--- src/rtl/dct_pkg.sv ---
package dct_pkg;

    typedef enum logic [1:0] {
        SRC_CLK   = 2'd0,
        SRC_PRESC = 2'd1,
        SRC_EXT   = 2'd2,
        SRC_CASC  = 2'd3
    } src_e;

    typedef struct packed {
        logic irq_en;
        src_e src;
        logic dual;
        logic cont;
        logic en;
    } ctl_t;

    localparam int CTL_BITS   = $bits(ctl_t);
    localparam int STATUS_BIT = CTL_BITS;

    localparam logic [1:0] ADDR_CTL  = 2'd0;
    localparam logic [1:0] ADDR_CNT  = 2'd1;
    localparam logic [1:0] ADDR_CMPA = 2'd2;
    localparam logic [1:0] ADDR_CMPB = 2'd3;

    typedef struct packed {
        logic match;
        logic seq_done;
        logic en_clr;
    } evt_t;

    function automatic logic ends_sequence(input logic dual, input logic in_b);
        return !dual || in_b;
    endfunction

endpackage

--- src/rtl/dct_regs.sv ---
module dct_regs
    import dct_pkg::*;
#(
    parameter int W = 16
) (
    input  logic         clk,
    input  logic         rst,
    input  logic         wr_en,
    input  logic [1:0]   addr,
    input  logic [W-1:0] wdata,
    input  logic         en_clr,
    output ctl_t         ctl_q,
    output logic [W-1:0] cmp_a,
    output logic [W-1:0] cmp_b,
    output logic         ctl_wr,
    output logic         cnt_wr
);

    logic cmpa_wr;
    logic cmpb_wr;

    always_comb begin
        ctl_wr  = wr_en && (addr == ADDR_CTL);
        cnt_wr  = wr_en && (addr == ADDR_CNT);
        cmpa_wr = wr_en && (addr == ADDR_CMPA);
        cmpb_wr = wr_en && (addr == ADDR_CMPB);
    end

    always_ff @(posedge clk) begin
        if (rst) begin
            ctl_q <= '0;
            cmp_a <= '0;
            cmp_b <= '0;
        end else begin
            if (ctl_wr) begin
                ctl_q <= ctl_t'(wdata[CTL_BITS-1:0]);
            end else if (en_clr) begin
                ctl_q.en <= 1'b0;
            end
            if (cmpa_wr) begin
                cmp_a <= wdata;
            end
            if (cmpb_wr) begin
                cmp_b <= wdata;
            end
        end
    end

endmodule

--- src/rtl/dct_tick.sv ---
module dct_tick
    import dct_pkg::*;
#(
    parameter int PRESCALE    = 4,
    parameter int SYNC_STAGES = 2
) (
    input  logic clk,
    input  logic rst,
    input  logic ctl_wr,
    input  src_e src,
    input  logic ext_in,
    input  logic casc_in,
    output logic tick
);

    localparam int PW = (PRESCALE > 1) ? $clog2(PRESCALE) : 1;

    logic presc_tick;
    logic ext_tick;

    generate
        if (PRESCALE > 1) begin : g_div
            logic [PW-1:0] pcnt;
            always_ff @(posedge clk) begin
                if (rst || ctl_wr) begin
                    pcnt <= '0;
                end else if (pcnt == PW'(PRESCALE - 1)) begin
                    pcnt <= '0;
                end else begin
                    pcnt <= pcnt + 1'b1;
                end
            end
            assign presc_tick = (pcnt == PW'(PRESCALE - 1));
        end else begin : g_nodiv
            assign presc_tick = 1'b1;
        end
    endgenerate

    logic [SYNC_STAGES:0] sync_q;

    generate
        for (genvar i = 0; i <= SYNC_STAGES; i++) begin : g_sync
            always_ff @(posedge clk) begin
                if (rst) begin
                    sync_q[i] <= 1'b0;
                end else if (i == 0) begin
                    sync_q[i] <= ext_in;
                end else begin
                    sync_q[i] <= sync_q[(i == 0) ? 0 : i-1];
                end
            end
        end
    endgenerate

    assign ext_tick = sync_q[SYNC_STAGES-1] && !sync_q[SYNC_STAGES];

    always_comb begin
        unique case (src)
            SRC_CLK:   tick = 1'b1;
            SRC_PRESC: tick = presc_tick;
            SRC_EXT:   tick = ext_tick;
            SRC_CASC:  tick = casc_in;
            default:   tick = 1'b0;
        endcase
    end

endmodule

--- src/rtl/dct_core.sv ---
module dct_core
    import dct_pkg::*;
#(
    parameter int W = 16
) (
    input  logic         clk,
    input  logic         rst,
    input  ctl_t         ctl,
    input  logic         ctl_wr,
    input  logic         cnt_wr,
    input  logic [W-1:0] wdata,
    input  logic [W-1:0] cmp_a,
    input  logic [W-1:0] cmp_b,
    input  logic         tick,
    output logic [W-1:0] count,
    output logic         in_b,
    output logic         wave_out,
    output logic         irq,
    output logic         rollover_out,
    output logic         en_clr
);

    logic [W-1:0] target;
    logic [W-1:0] last_val;
    logic         step;
    logic         in_b_n;
    evt_t         evt;

    always_comb begin
        target       = in_b ? cmp_b : cmp_a;
        last_val     = target - 1'b1;   // zero wraps to all-ones: full period
        step         = ctl.en && tick && !cnt_wr;
        evt.match    = step && (count == last_val);
        evt.seq_done = evt.match && ends_sequence(ctl.dual, in_b);
        evt.en_clr   = evt.seq_done && !ctl.cont;
        en_clr       = evt.en_clr;
        if (ctl_wr) begin
            in_b_n = 1'b0;
        end else if (evt.match && ctl.dual) begin
            in_b_n = !in_b;
        end else begin
            in_b_n = in_b;
        end
    end

    always_ff @(posedge clk) begin
        if (rst) begin
            count        <= '0;
            in_b         <= 1'b0;
            wave_out     <= 1'b1;
            irq          <= 1'b0;
            rollover_out <= 1'b0;
        end else begin
            if (cnt_wr) begin
                count <= wdata;
            end else if (step) begin
                count <= evt.match ? '0 : count + 1'b1;
            end
            in_b         <= in_b_n;
            wave_out     <= ctl.dual ? !in_b_n : !evt.match;
            irq          <= evt.match && ctl.irq_en;
            rollover_out <= evt.match;
        end
    end

endmodule

--- src/rtl/dual_cmp_timer.sv ---
module dual_cmp_timer
    import dct_pkg::*;
#(
    parameter int W           = 16,
    parameter int PRESCALE    = 4,
    parameter int SYNC_STAGES = 2
) (
    input  logic         clk,
    input  logic         rst,
    input  logic         wr_en,
    input  logic [1:0]   addr,
    input  logic [W-1:0] wdata,
    output logic [W-1:0] rdata,
    input  logic         ext_in,
    input  logic         casc_in,
    output logic         wave_out,
    output logic         irq,
    output logic         cmp_b_active,
    output logic         rollover_out
);

    ctl_t         ctl_q;
    logic [W-1:0] cmp_a;
    logic [W-1:0] cmp_b;
    logic [W-1:0] count;
    logic         ctl_wr;
    logic         cnt_wr;
    logic         en_clr;
    logic         tick;
    logic         in_b;
    logic [W-1:0] ctl_rd;

    dct_regs #(.W(W)) u_regs (
        .clk    (clk),
        .rst    (rst),
        .wr_en  (wr_en),
        .addr   (addr),
        .wdata  (wdata),
        .en_clr (en_clr),
        .ctl_q  (ctl_q),
        .cmp_a  (cmp_a),
        .cmp_b  (cmp_b),
        .ctl_wr (ctl_wr),
        .cnt_wr (cnt_wr)
    );

    dct_tick #(.PRESCALE(PRESCALE), .SYNC_STAGES(SYNC_STAGES)) u_tick (
        .clk     (clk),
        .rst     (rst),
        .ctl_wr  (ctl_wr),
        .src     (ctl_q.src),
        .ext_in  (ext_in),
        .casc_in (casc_in),
        .tick    (tick)
    );

    dct_core #(.W(W)) u_core (
        .clk          (clk),
        .rst          (rst),
        .ctl          (ctl_q),
        .ctl_wr       (ctl_wr),
        .cnt_wr       (cnt_wr),
        .wdata        (wdata),
        .cmp_a        (cmp_a),
        .cmp_b        (cmp_b),
        .tick         (tick),
        .count        (count),
        .in_b         (in_b),
        .wave_out     (wave_out),
        .irq          (irq),
        .rollover_out (rollover_out),
        .en_clr       (en_clr)
    );

    always_comb begin
        ctl_rd                 = '0;
        ctl_rd[CTL_BITS-1:0]   = ctl_q;
        ctl_rd[STATUS_BIT]     = in_b;
        unique case (addr)
            ADDR_CTL:  rdata = ctl_rd;
            ADDR_CNT:  rdata = count;
            ADDR_CMPA: rdata = cmp_a;
            default:   rdata = cmp_b;
        endcase
    end

    assign cmp_b_active = in_b;

endmodule

--- config.mk ---
export PLATFORM = sky130hd
export DESIGN_NAME = dual_cmp_timer
export DESIGN_NICKNAME = d
export VERILOG_FILES = /design/src/rtl/dct_pkg.sv /design/src/rtl/dct_regs.sv /design/src/rtl/dct_tick.sv /design/src/rtl/dct_core.sv /design/src/rtl/dual_cmp_timer.sv
export SDC_FILE = /design/constraint.sdc
export NUM_CORES = 1
export LEC_CHECK = 0
export BUFFER_PORTS_ARGS = -buffer_cell sky130_fd_sc_hd__buf_2
export CORE_UTILIZATION = 53
export CTS_CLUSTER_DIAMETER = 60
export DETAILED_ROUTE_END_ITERATION = 6
export PLACE_DENSITY = 0.76
export SLEW_MARGIN = 15
export SYNTH_ARGS = -nofsm -noshare
export SYNTH_HDL_FRONTEND = slang
export SYNTH_SLANG_ARGS = --single-unit
--- constraint.sdc ---
create_clock -name clk -period 4 [get_ports clk]
set_clock_uncertainty 0.15 [all_clocks]
set_input_delay 0.6 -clock clk [delete_from_list [all_inputs] [get_ports clk]]
set_output_delay 0.6 -clock clk [all_outputs]
set_load 0.1 [all_outputs]
==> flow_metrics.env <==
export IMPL_status="completed"
export IMPL_critPathBufInv=0
export IMPL_synth_edf_count=0
export IMPL_cts_hold_fix_buffers=0
export IMPL_slowest_stage="or4_4"
export IMPL_arrival_ns=3.80
export IMPL_layout_common_cells="nand2_1, dfxtp_1, a21oi_1, buf_2, nor2_1"
export IMPL_globalRouteOverflowTotal=0
export IMPL_die_h_um=86.6
export IMPL_start_kind="register"
export IMPL_htree_levels=3
export IMPL_reg2regPathDepth=10
export IMPL_yosysUniqueCellTypes=45
export IMPL_antenna_found_initial=0
export IMPL_cts_root_buf="clkbuf_8"
export IMPL_finalCritPeriodShare=0.917
export IMPL_hold_class="register to register"
export IMPL_yosysTopAreaCell="dfxtp_1"
export IMPL_dpl_instance_area_um2=4080
export IMPL_start_util=0.553
export IMPL_placed_cells=586
export IMPL_syn_area_um2=3800
export IMPL_final_common_cell="nand2_1"
export IMPL_drc=0
export IMPL_slowest_delay_ns=0.55
export IMPL_final_setup_tns_ns=0
export IMPL_clock_sinks=63
export IMPL_synthFlopType="dfxtp_1"
export IMPL_vias=3699
export IMPL_cp_max_fo=8
export IMPL_dpl_hpwl_um=7460
export IMPL_setup_viol=0
export IMPL_grtUsageTotal=0.295
export IMPL_drt_initial_drc_count=278
export IMPL_n_antenna_cell=0
export IMPL_syn_to_final_growth_pct=12.7
export IMPL_total_power_mw=1.54
export IMPL_die_w_um=86.6
export IMPL_stdcell_count=602
export IMPL_cp_top_family="simple AND/OR/NAND/NOR gates"
export IMPL_fillers=623
export IMPL_netlist_area_leader_share=0.332
export IMPL_maxCapViolCount=0
export IMPL_crit_chain="mux2i_1, ha_1, xor2_1, xnor2_1, or4_1, or4_4, nor4_4, nand4_4, or3_1, a211oi_2"
export IMPL_ys_async_sr_fraction=0
export IMPL_clk_pin_slew_ns=0.08
export IMPL_io_pins=43
export IMPL_powerDensity_nw_per_um2=360
export IMPL_synth_warnings=0
export IMPL_worst_slack_ns=0.330
export IMPL_final_util=0.623
export IMPL_rsz0062_at_grt="false"
export IMPL_worstSetupEndpointType="register"
export IMPL_grt_max_degree=61
export IMPL_hold_viol=0
export IMPL_r2r_slack_ns=0.33
export IMPL_synth_nets=497
export IMPL_dr_pass1_iters=5
export IMPL_pre_cts_slack_ns=0.374
export IMPL_cts_tree="done"
export IMPL_drive_gt1_frac=0.174
export IMPL_grt_pass1_wl_um=16700
export IMPL_clock_latency_ns=0.36
export IMPL_r2r_end="u_core.in_b"
export IMPL_core_area_um2=6870
export IMPL_nets=527
export IMPL_routed_wl_um=10700
export IMPL_cts_buffer_depth=2
export IMPL_postRouteAntennaNets=0
export IMPL_worst_slew_pin_slew_ns=1.06
export IMPL_die_area_um2=7510
export IMPL_power_leakage_nw=1.61
export IMPL_port_buffer_count=42
export IMPL_maxClockFrequency_mhz=272
export IMPL_path_class="register to register"
export IMPL_cts_resized=0
export IMPL_required_ns=4.13
export IMPL_slew_headroom=0.294
export IMPL_postCtsSetupBuffers=0
export IMPL_num_rows=30
export IMPL_r2r_start="u_core.in_b"
export IMPL_hold_worst_slack_ns=0.284
export IMPL_finalInstanceArea_um2=4280
export IMPL_synth_seq_cells=63
export IMPL_path_depth=10
export IMPL_syn_area_per_cell_um2=8.06
export IMPL_yosysSeqAreaShare=0.332
export IMPL_place_gp_congestion=0.927
export IMPL_period_needed_ns=3.67
export IMPL_synth_top_cells_by_area="dfxtp_1, nand2_1, a21oi_1"
export IMPL_report_final_slew_viol_count=0
export IMPL_syn_inst=471
export IMPL_ir_drop_mv=0.242
export IMPL_cts_buffers=9
export IMPL_crit_start="u_core.in_b"
export IMPL_routed_via_density=6.14
export IMPL_wl_per_cell_um=17.7
export IMPL_grt_pass1_vias=3408
export IMPL_endpoint="u_core.in_b"
## flip-flops by register name (all words and copies together), names as in the netlist
name                 count
u_tick.sync_q            3
u_tick.g_div.pcnt        2
u_regs.cmp_a            16
u_core.wave_out          1
u_core.count            16
u_regs.ctl_q             6
u_core.in_b              1
u_core.rollover_out      1
u_regs.cmp_b            16
u_core.irq               1
## report_power, final
group / switching, mW / internal, mW / total, mW
combinational: 0.182 / 0.0957 / 0.278
clock: 0.282 / 0.294 / 0.576
sequential: 0.0366 / 0.651 / 0.688
total: 0.501 / 1.04 / 1.54
## kinds of logic (layout without fill, tap and decap cells)
kind of cell,count (synthesis),count (layout),synth area share
xor gates and xnor gates,31,31,0.0715
buffers and inverters,36,71,0.0362
DFF,63,63,0.332
muxes,39,39,0.129
AOI/OAI and AO/OA,98,98,0.155
and+or+nand+nor,201,201,0.267
adders and majority gates,3,3,0.00989
## per-layer routing
| metal | up-vias | part of all wire | wire length (um) | track usage |
|---|---|---|---|---|
| met4 | 0 | 0.024 | 252 | 0.132 |
| met3 | 31 | 0.068 | 728 | 0.0733 |
| met1 | 1781 | 0.44 | 4680 | 0.385 |
| li1 | 1739 | - | - | - |
| met2 | 148 | 0.47 | 5000 | 0.463 |
| met5 | - | 0 | 0 | 0 |
## how the worst min path moves through the flow
stage	from	endpoint	slack, ns	depth (start not counted)
floorplan	u_tick.g_div.pcnt[0]	u_tick.g_div.pcnt[0]	0.26	1
global placement	u_tick.g_div.pcnt[0]	u_tick.g_div.pcnt[0]	0.26	1
detailed placement	u_tick.g_div.pcnt[0]	u_tick.g_div.pcnt[0]	0.27	1
CTS	ext_in	u_tick.sync_q[0]	0.29	2
global route	u_tick.g_div.pcnt[0]	u_tick.g_div.pcnt[0]	0.31	1
finish	u_tick.g_div.pcnt[0]	u_tick.g_div.pcnt[0]	0.28	1
## synth_stat cells (all sizes together), types with 4 or more instances
master,instances
inv,5
nand3,10
mux4,7
a32oi,4
nor2b,7
a211oi,4
nor2,32
dfxtp,63
nand2,79
nor4,4
nor3b,13
mux2i,22
buf,9
a21oi,52
o22ai,14
xnor2,18
xor2,13
and3,19
mux2,10
nor3,18
clkbuf,22
a22o,9
o21ai,10
## layout make-up
type | instances | area, um^2 | area share
Multi-Input combinational cell | 372 | 2400 | 0.562
Sequential cell | 63 | 1260 | 0.296
Timing Repair Buffer | 50 | 270 | 0.0632
Clock buffer | 9 | 124 | 0.0289
Tap cell | 96 | 120 | 0.0281
Clock inverter | 7 | 77.6 | 0.0181
Inverter | 5 | 18.8 | 0.00439
Power figures use the tool's default switching activity.
